<file path="config.mk">
export PLATFORM = sky130hd
export DESIGN_NAME = audio_ser_tx
export DESIGN_NICKNAME = d
export VERILOG_FILES = /design/src/rtl/aso_pkg.sv /design/src/rtl/aso_timebase.sv /design/src/rtl/aso_hold.sv /design/src/rtl/aso_shift.sv /design/src/rtl/audio_ser_tx.sv
export SDC_FILE = /design/constraint.sdc
export NUM_CORES = 1
export LEC_CHECK = 0
export CAP_MARGIN = 10
export CORE_UTILIZATION = 49
export CTS_BUF_LIST = sky130_fd_sc_hd__clkbuf_8 sky130_fd_sc_hd__clkbuf_16
export DETAILED_ROUTE_END_ITERATION = 8
export PLACE_DENSITY = 0.68
export SYNTH_ARGS = -nofsm -noshare
export SYNTH_HDL_FRONTEND = slang
export SYNTH_SLANG_ARGS = --single-unit
</file>
<file path="constraint.sdc">
create_clock -name clk -period 6.1 [get_ports clk]
set_clock_uncertainty 0.2 [all_clocks]
set_input_delay 1.22 -clock clk [delete_from_list [all_inputs] [get_ports clk]]
set_output_delay 1.22 -clock clk [all_outputs]
set_load 0.02 [all_outputs]
</file>
<file path="src/rtl/aso_pkg.sv">
`timescale 1ns/1ps
// Package for the audio serial transmitter.
// It holds the divider and frame-length constants, the decoded-timing
// struct and the ratio decode function.
// Assumes: master clock per frame = divider * slots, for every ratio code.
package aso_pkg;

    localparam int DIV_A   = 8;    // bit-clock divider for ratio codes 0 and 2
    localparam int DIV_B   = 12;   // bit-clock divider for ratio codes 1 and 3
    localparam int SLOTS_A = 32;   // frame length for ratio codes 0 and 1
    localparam int SLOTS_B = 64;   // frame length for ratio codes 2 and 3
    localparam int PH_W    = $clog2(DIV_B);
    localparam int SL_W    = $clog2(SLOTS_B);

    typedef enum logic {
        FMT_LJ  = 1'b0,
        FMT_PCM = 1'b1
    } fmt_e;

    typedef struct packed {
        logic [PH_W-1:0] div_m1;   // last phase count of a bit slot
        logic [PH_W-1:0] half_m1;  // phase count at which bclk rises
        logic [SL_W-1:0] last;     // last slot index of a frame
        logic [SL_W-1:0] half;     // first slot of the right half-frame
    } tim_t;

    // Maps a ratio code to divider and frame-length values
    function automatic tim_t ratio_decode(input logic [1:0] code);
        tim_t t;
        int   div;
        int   slots;
        div       = code[0] ? DIV_B : DIV_A;
        slots     = code[1] ? SLOTS_B : SLOTS_A;
        t.div_m1  = PH_W'(div - 1);
        t.half_m1 = PH_W'(div / 2 - 1);
        t.last    = SL_W'(slots - 1);
        t.half    = SL_W'(slots / 2);
        return t;
    endfunction

endpackage

</file>
<file path="src/rtl/aso_timebase.sv">
`timescale 1ns/1ps
// Timebase: divides the master clock into bit slots and frames.
// It registers the bit clock and gives strobes for the end of a slot and
// the end of a frame, plus a look-ahead for the next slot (left half,
// right half start).
// Assumes: the ratio code is sampled only in reset and at frame ends.
module aso_timebase
    import aso_pkg::*;
(
    input  logic       clk,
    input  logic       rst_n,
    input  logic [1:0] cfg_ratio,
    output logic       bclk,
    output logic       slot_end,
    output logic       frame_end,
    output logic       nxt_left,
    output logic       nxt_half_start
);

    logic [1:0]      ratio_q;
    logic [PH_W-1:0] ph;
    logic [SL_W-1:0] slot;
    logic [SL_W-1:0] slot_inc;
    tim_t            tim;

    // Decode the latched ratio and form the look-ahead flags
    always_comb begin
        tim            = ratio_decode(ratio_q);
        slot_inc       = slot + 1'b1;
        slot_end       = (ph == tim.div_m1);
        frame_end      = slot_end && (slot == tim.last);
        nxt_left       = frame_end || (slot_inc < tim.half);
        nxt_half_start = !frame_end && (slot_inc == tim.half);
    end

    // Phase, slot and bit-clock registers
    always_ff @(posedge clk) begin
        if (!rst_n) begin
            ratio_q <= cfg_ratio;
            ph      <= '0;
            slot    <= '0;
            bclk    <= 1'b0;
        end else begin
            if (slot_end) begin
                ph <= '0;
            end else begin
                ph <= ph + 1'b1;
            end
            if (ph == tim.half_m1) begin
                bclk <= 1'b1;
            end else if (slot_end) begin
                bclk <= 1'b0;
            end
            if (frame_end) begin
                slot    <= '0;
                ratio_q <= cfg_ratio;
            end else if (slot_end) begin
                slot <= slot_inc;
            end
        end
    end

endmodule

</file>
<file path="src/rtl/aso_hold.sv">
`timescale 1ns/1ps
// Holding stage: a one-sample buffer behind a valid/ready handshake.
// At each frame end it hands the pending sample to the active register.
// If nothing is pending it keeps the active sample and sets a sticky
// underrun flag.
// Assumes: frame_end is a one-cycle strobe from the timebase.
module aso_hold #(
    parameter int W = 32
) (
    input  logic         clk,
    input  logic         rst_n,
    input  logic         in_valid,
    input  logic [W-1:0] in_left,
    input  logic [W-1:0] in_right,
    output logic         in_ready,
    input  logic         frame_end,
    output logic [W-1:0] load_left,
    output logic [W-1:0] act_right,
    output logic         underrun
);

    logic         pend_full;
    logic [W-1:0] pend_l;
    logic [W-1:0] pend_r;
    logic [W-1:0] act_l;
    logic [W-1:0] act_r;

    // Ready while empty; at a frame end the next left word is the pending one when present
    always_comb begin
        in_ready  = !pend_full;
        load_left = pend_full ? pend_l : act_l;
        act_right = act_r;
    end

    // Accept, hand over and underrun tracking
    always_ff @(posedge clk) begin
        if (!rst_n) begin
            pend_full <= 1'b0;
            pend_l    <= '0;
            pend_r    <= '0;
            act_l     <= '0;
            act_r     <= '0;
            underrun  <= 1'b0;
        end else begin
            if (frame_end) begin
                if (pend_full) begin
                    act_l     <= pend_l;
                    act_r     <= pend_r;
                    pend_full <= 1'b0;
                end else begin
                    underrun <= 1'b1;
                end
            end
            if (in_valid && !pend_full) begin
                pend_l    <= in_left;
                pend_r    <= in_right;
                pend_full <= 1'b1;
            end
        end
    end

endmodule

</file>
<file path="src/rtl/aso_shift.sv">
`timescale 1ns/1ps
// Output shifter: loads sample words at frame and half-frame starts and
// shifts them out MSB first, one bit per slot. It drives the frame clock
// for either framing.
// Assumes: format and width are sampled in reset and at frame ends, and
// PCM_W < W.
module aso_shift
    import aso_pkg::*;
#(
    parameter int W     = 32,
    parameter int PCM_W = 8,
    localparam int WID_W = $clog2(W)
) (
    input  logic             clk,
    input  logic             rst_n,
    input  logic             cfg_pcm,
    input  logic [WID_W-1:0] cfg_wid_m1,
    input  logic             slot_end,
    input  logic             frame_end,
    input  logic             nxt_left,
    input  logic             nxt_half_start,
    input  logic [W-1:0]     smp_left,
    input  logic [W-1:0]     smp_right,
    output logic             sdata,
    output logic             fclk
);

    fmt_e             fmt_q;
    logic [WID_W-1:0] wid_q;
    logic [W-1:0]     sh;
    logic [W-1:0]     word;
    logic [W-1:0]     nsh;
    logic             nsd;
    logic             nfc;
    fmt_e             eff_fmt;
    logic [WID_W-1:0] eff_wid;

    // Moves a right-aligned sample of width m1+1 up to the MSB
    function automatic logic [W-1:0] align(input logic [W-1:0] w, input logic [WID_W-1:0] m1);
        logic [WID_W-1:0] amt;
        amt = WID_W'(W - 1) - m1;
        return w << amt;
    endfunction

    // Next data bit, shift contents and frame clock for the coming slot
    always_comb begin
        eff_fmt = frame_end ? fmt_e'(cfg_pcm) : fmt_q;
        eff_wid = frame_end ? cfg_wid_m1 : wid_q;
        word    = '0;
        nsd     = sh[W-1];
        nsh     = sh << 1;
        nfc     = (fmt_q == FMT_PCM) ? 1'b0 : nxt_left;
        if (frame_end) begin
            nfc = 1'b1;
            if (eff_fmt == FMT_PCM) begin
                nsd = 1'b0;
                nsh = {smp_left[PCM_W-1:0], {(W-PCM_W){1'b0}}};
            end else begin
                word = align(smp_left, eff_wid);
                nsd  = word[W-1];
                nsh  = word << 1;
            end
        end else if (nxt_half_start && (fmt_q == FMT_LJ)) begin
            word = align(smp_right, wid_q);
            nsd  = word[W-1];
            nsh  = word << 1;
            nfc  = 1'b0;
        end
    end

    // Output registers change only at slot ends, where bclk falls
    always_ff @(posedge clk) begin
        if (!rst_n) begin
            fmt_q <= fmt_e'(cfg_pcm);
            wid_q <= cfg_wid_m1;
            sh    <= '0;
            sdata <= 1'b0;
            fclk  <= 1'b1;
        end else if (slot_end) begin
            sh    <= nsh;
            sdata <= nsd;
            fclk  <= nfc;
            if (frame_end) begin
                fmt_q <= eff_fmt;
                wid_q <= eff_wid;
            end
        end
    end

endmodule

</file>
<file path="src/rtl/audio_ser_tx.sv">
`timescale 1ns/1ps
// Audio serial transmitter top. It ties the timebase, the holding stage
// and the output shifter together.
// Assumes: clk is the master clock at 256/384/512/768 fs and rst_n is
// synchronous to it.
module audio_ser_tx #(
    parameter int SAMPLE_W = 32,
    parameter int PCM_W    = 8,
    localparam int WID_W   = $clog2(SAMPLE_W)
) (
    input  logic                clk,
    input  logic                rst_n,
    input  logic [1:0]          cfg_ratio,
    input  logic                cfg_pcm,
    input  logic [WID_W-1:0]    cfg_wid_m1,
    input  logic [SAMPLE_W-1:0] in_left,
    input  logic [SAMPLE_W-1:0] in_right,
    input  logic                in_valid,
    output logic                in_ready,
    output logic                bclk,
    output logic                fclk,
    output logic                sdata,
    output logic                underrun
);

    logic                slot_end;
    logic                frame_end;
    logic                nxt_left;
    logic                nxt_half_start;
    logic [SAMPLE_W-1:0] load_left;
    logic [SAMPLE_W-1:0] act_right;

    aso_timebase u_tb (
        .clk            (clk),
        .rst_n          (rst_n),
        .cfg_ratio      (cfg_ratio),
        .bclk           (bclk),
        .slot_end       (slot_end),
        .frame_end      (frame_end),
        .nxt_left       (nxt_left),
        .nxt_half_start (nxt_half_start)
    );

    aso_hold #(.W(SAMPLE_W)) u_hold (
        .clk       (clk),
        .rst_n     (rst_n),
        .in_valid  (in_valid),
        .in_left   (in_left),
        .in_right  (in_right),
        .in_ready  (in_ready),
        .frame_end (frame_end),
        .load_left (load_left),
        .act_right (act_right),
        .underrun  (underrun)
    );

    aso_shift #(.W(SAMPLE_W), .PCM_W(PCM_W)) u_sh (
        .clk            (clk),
        .rst_n          (rst_n),
        .cfg_pcm        (cfg_pcm),
        .cfg_wid_m1     (cfg_wid_m1),
        .slot_end       (slot_end),
        .frame_end      (frame_end),
        .nxt_left       (nxt_left),
        .nxt_half_start (nxt_half_start),
        .smp_left       (load_left),
        .smp_right      (act_right),
        .sdata          (sdata),
        .fclk           (fclk)
    );

endmodule

</file>
After elaboration in Yosys (flattened, before gate mapping)
Index checks and enable logic that the tools add are counted.
Widths: inputs -> output; s select.
Storage, ports and cells
  memories kept: 0
  bits of input ports: 75
  bits in latches: 0
  bits in registers: 183
  memory bits (read-only): 0
  output and inout port bits: 5
  RAM bits: 0
Cells by class
  divide/modulo/power cells: 0
  $lt $le $gt $ge: 1
  multiply operators: 0
  multiplexer cells: 26
  shift operators: 2
  reduce and logical (&&, ||, !) cells: 14
  equal/unequal tests: 6
  add/sub/neg operators: 9
  bitwise gates (word level): 5
Operators by type and width (count)
  $mux 32: 4
  $shl 32x5->32: 2
  $mux 5: 4
  $mux 1: 14
  $eq 6x6->1: 2
  $sub 5x5->5 const A: 2
  $eq 4x4->1: 2
  $sub 4x2->4 const B: 2
  $mux 7: 1
  $add 6x1->6: 1
  $add 6x1->6 const B: 1
  $lt 6x6->1: 1
  $reduce_and 2->1: 3
  $sub 6x2->6 const B: 1
  $add 3x1->4: 1
  $add 4x1->4 const B: 1
  $logic_and 1x1->1: 4
  $mux 2: 2
  $ne 2x1->1 const B: 2
  $reduce_bool 2->1: 2
  $reduce_or 2->1: 2
  $mux 3: 1
  $not 1->1: 3
  $and 1x1->1 const A: 2
  other kinds (2): 3

Longest topological paths before layout
  depth after elaboration: 9
  depth in mapped cells: 14
  depth with buffers taken out: 12

By module
Synthesis repeated with hierarchy kept, for this count alone.
Unflattened totals
  cell total of the unflattened synthesis: 1235
  area total of the unflattened synthesis: 11491.0 µm²
By module, submodules not included
  aso_shift: area each 5469.0 µm², instances 1, seq. area each 840.8 µm², cells an instance 632
  aso_hold: area each 5296.3 µm², instances 1, seq. area each 2602.5 µm², cells an instance 529
  aso_timebase: area each 725.7 µm², instances 1, seq. area each 280.3 µm², cells an instance 74

Worst setup path after synthesis
Ideal clock, no wire load.
  path kind: in2reg
  start point: input port cfg_wid_m1[0]
  end point: register u_sh.sdata
  arrival: 2.718 ns
  data required time: 5.770 ns
  setup time: 0.130 ns
  slack: 3.052 ns
  stages: 8
  cell sequence: and3_1 buf_6 nor2_4 buf_4 mux4_2 mux4_2 nand4_1 o311ai_1
Between the ends
  cells in the longest elaborated chain, start to end: 5
RTL lines
  start, declared: RTL line audio_ser_tx.sv:15  | input logic [WID_W-1:0] cfg_wid_m1,
  $mux 5: RTL line aso_shift.sv:48  | eff_wid = frame_end ? cfg_wid_m1 : wid_q;
  $sub 5x5->5: RTL line aso_shift.sv:41  | amt = WID_W'(W - 1) - m1;
  $shl 32x5->32: RTL line aso_shift.sv:42  | return w << amt;
  $mux 1: RTL line aso_shift.sv:55  | if (eff_fmt == FMT_PCM) begin
  $mux 1: RTL line aso_shift.sv:53  | if (frame_end) begin
  end signal, assigned: RTL line aso_shift.sv:81  | sdata <= nsd;
  end, declared: RTL line aso_shift.sv:24  | output logic sdata,
No other way between the ends.
A chain may end at the register's enable or synchronous reset.

Worst setup path in the final report
  start point: register u_tb.slot[0]
  end point: register u_sh.sh[25]
Between the ends
  cells in the longest elaborated chain, start to end: 7
  elaborated cells between the ends (all ways): 14
  classes of those cells: add/sub (2); eq/ne (2); shift (1); mux (5); reduce/logical (4)
RTL lines
  start, declared: RTL line aso_timebase.sv:22  | logic [SL_W-1:0] slot;
  start signal, assigned: RTL line aso_timebase.sv:58  | slot <= slot_inc;
  $eq 6x6->1: RTL line aso_timebase.sv:31  | frame_end = slot_end && (slot == tim.last);
  $logic_and 1x1->1: RTL line aso_timebase.sv:31
  $mux 5 / $logic_not 1->1 (equally long branches): RTL line aso_shift.sv:48, aso_timebase.sv:33
  $sub 5x5->5 / $logic_and 1x1->1 (equally long branches): RTL line aso_shift.sv:41, aso_timebase.sv:33
  $shl 32x5->32 / $logic_and 1x1->1 (equally long branches): RTL line aso_shift.sv:42, aso_shift.sv:63
  $mux 32, on equally long branches: RTL line aso_shift.sv:55, aso_shift.sv:63
  $mux 32 (*): RTL line aso_shift.sv:53
  end signal, assigned: RTL line aso_shift.sv:80  | sh <= nsh;
  end, declared: RTL line aso_shift.sv:30  | logic [W-1:0] sh;
Mark *: on every way between the ends. The rest lies on a longest branch, timed or not.

==> reports/qor.yml <==
final_common_cell: "nand2_1"
io_buffers: 79
status: "finished with violations"
ctsLongestPathBuffers: 2
tightest_slew_ns: 0.9616
clock_latency_ns: 0.46
final_nets: 1459
synth_top_flop_cell: "dfxtp_1"
path_clk_slew_ns: 0.08
viasPerCell: 6.336
start_kind: "flop"
synth_cells: 1373
place_inst: 1640
ys_types: 80
grt_pass1_wl_mm: 55.99
die_h_microns: 152.3
grt_max_degree: 71
vias: 10590
synth_fp_nets: 1453
cts_tree: "done"
ys_seq_elements: 182
drc_errors: 2
num_rows: 54
rsz0062_at_grt: "false"
cts_sinks: 182
final_max_slew_viol_count: 0
die_x_microns: 152.3
drtAntennaViolNets: 0
cts_hold_buffers: 0
end_kind: "flop"
syn_area_per_cell_sq_um: 8.063
diodes: 0
path_class: "flop to flop"
grt_usage_pct: 30.77
timing.final.crit_share_pct: 70.45
fin_setup_tns_ns: 0
final_cell_mix: "nand2_1 (334), dfxtp_1 (173), a21oi_1 (113), clkdlybuf4s50_1 (78), mux2i_1 (70)"
relSlewSlack_pct: 35.89
drive_above_1_share_pct: 10.20
peakVddDrop_v: 0.0001412
die_area_sq_um: 23200
reg2reg_slack_ns: 1.80
cts_root_buffer: "clkbuf_16"
ios: 80
maxCapViolations: 0
cts_buffers: 17
grt_antenna_before_repair: 0
period_minus_slack_ns: 4.297
fillers: 2052
gp_congestion: 0.9858
firstDrtPassIters: 8
dpl.hpwl_mm: 25.00
reg2reg_depth: 11
hold_depth: 2
overflow: 0
leakage_uw: 0.004688
hp-class: "flop to flop"
cts_max_level: 4
core-area_sq_um: 21960
initial_core_util_pct: 50.42
area_delta_synth_final_pct: 13.21
wirelength_mm: 35.48
synth_area_sq_um: 11070
fmax_mhz: 232.7
hold_viol_final: 0
fin_cells: 1672
cellPowerDensity_nw_per_um2: 224.6
synth_edf_count: 8
cp.required_ns: 6.28
postCtsSetupBuffers: 0
yosysSeqAreaShare_pct: 33.63
grt_pass1_vias: 9684
setup_viol: 0
yosysWarnings: 0
drt_iter0_drc: 1150
cp.arrival_ns: 4.47
violations: "design-rule violations"
ys_async_sr_fraction_pct: 0
drt-wirelength-per-cell_microns: 21.22
worstPathMaxFanout: 26
cts_resized: 0
-- kinds of logic after synthesis --
| family | share of synthesized area [%] |
|---|---|
| adder cells (fa/ha/maj) | 0.5651 |
| AO/OA/AOI/OAI | 24.21 |
| multiplexers | 15.59 |
| flip-flops | 33.63 |
| AND/OR/NAND/NOR | 20.22 |
| buffers and inverters | 4.995 |
| XOR/XNOR | 0.7912 |
-- synth_stat cells (all sizes together) (3+ instances only) --
| master | instances | area [sq um] |
|---|---|---|
| nor3b | 5 | 37.54 |
| o211ai | 24 | 180.2 |
| buf | 48 | 256.5 |
| a21boi | 46 | 356.6 |
| o21a | 3 | 22.52 |
| a211oi | 9 | 67.56 |
| a2111oi | 3 | 33.78 |
| nor2 | 61 | 244.0 |
| mux2 | 25 | 281.5 |
| o22a | 3 | 26.28 |
| o21ai | 93 | 484.2 |
| edfxtp | 8 | 240.2 |
| clkbuf | 69 | 259.0 |
| a32oi | 10 | 95.10 |
| o2111ai | 4 | 35.03 |
| a21oi | 114 | 574.3 |
| o221ai | 9 | 78.83 |
| o211a | 25 | 250.2 |
| xor2 | 3 | 26.28 |
| ha | 5 | 62.56 |
| and3 | 13 | 81.33 |
| o311ai | 3 | 26.28 |
| a31oi | 19 | 118.9 |
| o41ai | 3 | 33.79 |
| o22ai | 6 | 37.54 |
| nand3 | 47 | 257.8 |
| dfxtp | 174 | 3483 |
| nor2b | 6 | 37.54 |
| xnor2 | 7 | 61.31 |
| nand4 | 13 | 81.33 |
| nand2 | 336 | 1269 |
| inv | 9 | 33.78 |
| mux2i | 70 | 700.7 |
| a22oi | 5 | 37.54 |
| nand3b | 4 | 30.03 |
| and2 | 9 | 56.30 |
| mux4 | 33 | 743.2 |
| nor3 | 17 | 90.09 |
| a2bb2oi | 4 | 35.03 |
-- metal layers --
metal  track usage [%]  vias up  part of all wire, %  routed length, microns
li1                  -     4985                    -                       -
met1             43.80     5041                   45                   15950
met2             47.11      499                   44                   15630
met3             5.148       69                  8.1                    2866
met4             10.45        0                  2.9                    1032
met5                 0        -                    0                       0
-- layout make-up --
type	instances	area [sq um]	share of cell area, %
clock buffer	19	464.2	3.704
clock inverter	13	166.4	1.328
inverter	10	37.54	0.2995
multi-input combinational	1064	6817	54.39
sequential	182	3725	29.72
tap	280	350.3	2.795
timing repair buffer	104	973.4	7.767
-- sequential cells by signal, indices dropped and copies added (netlist names), 2 cells and up --
name,cells
u_hold.act_l,32
u_hold.act_right,32
u_hold.pend_l,32
u_hold.pend_r,32
u_sh.sh,31
u_tb.slot,6
u_sh.wid_q,5
u_tb.ph,4
u_tb.ratio_q,2
-- worst max-delay path, stage by stage (launching register included) --
cell	delay, ns
dfxtp_1	0.44
ha_1	0.24
and3_1	0.29
and3_1	0.55
buf_4	0.33
nand3_1	0.13
nand2_1	0.69
nand2_1	0.30
nor3_2	0.36
nor3_1	0.08
a2111oi_0	0.41
a31o_1	0.19
-- metrics by stage --
stage                     util (%)  hold WS (ns)  setup WS [ns]  cell area (sq um)  power [uW]
after floorplan                  -        0.2301          3.052              11070        1528
after global placement       54.21        0.2407          1.948              11900        1662
after detailed placement     54.21        0.2429          1.875              11900        1663
after CTS                    57.08        0.2516          1.883              12530        2811
after global routing         57.08        0.2722          1.462              12530        2904
final                        57.08        0.2527          1.803              12530        2815
-- final timing paths --
check               startpoint                   end
min reg2reg  u_hold.pend_r[13]  u_hold.act_right[13]
max               u_tb.slot[0]           u_sh.sh[25]
max reg2reg       u_tb.slot[0]           u_sh.sh[25]
min          u_hold.pend_r[13]  u_hold.act_right[13]
-- power breakdown --
part           internal [uW]  switching [uW]
logic                    153             239
clock network            593             578
registers               1230            24.4
total                   1970             842
Note: power is estimated with default switching activity, not from simulation.
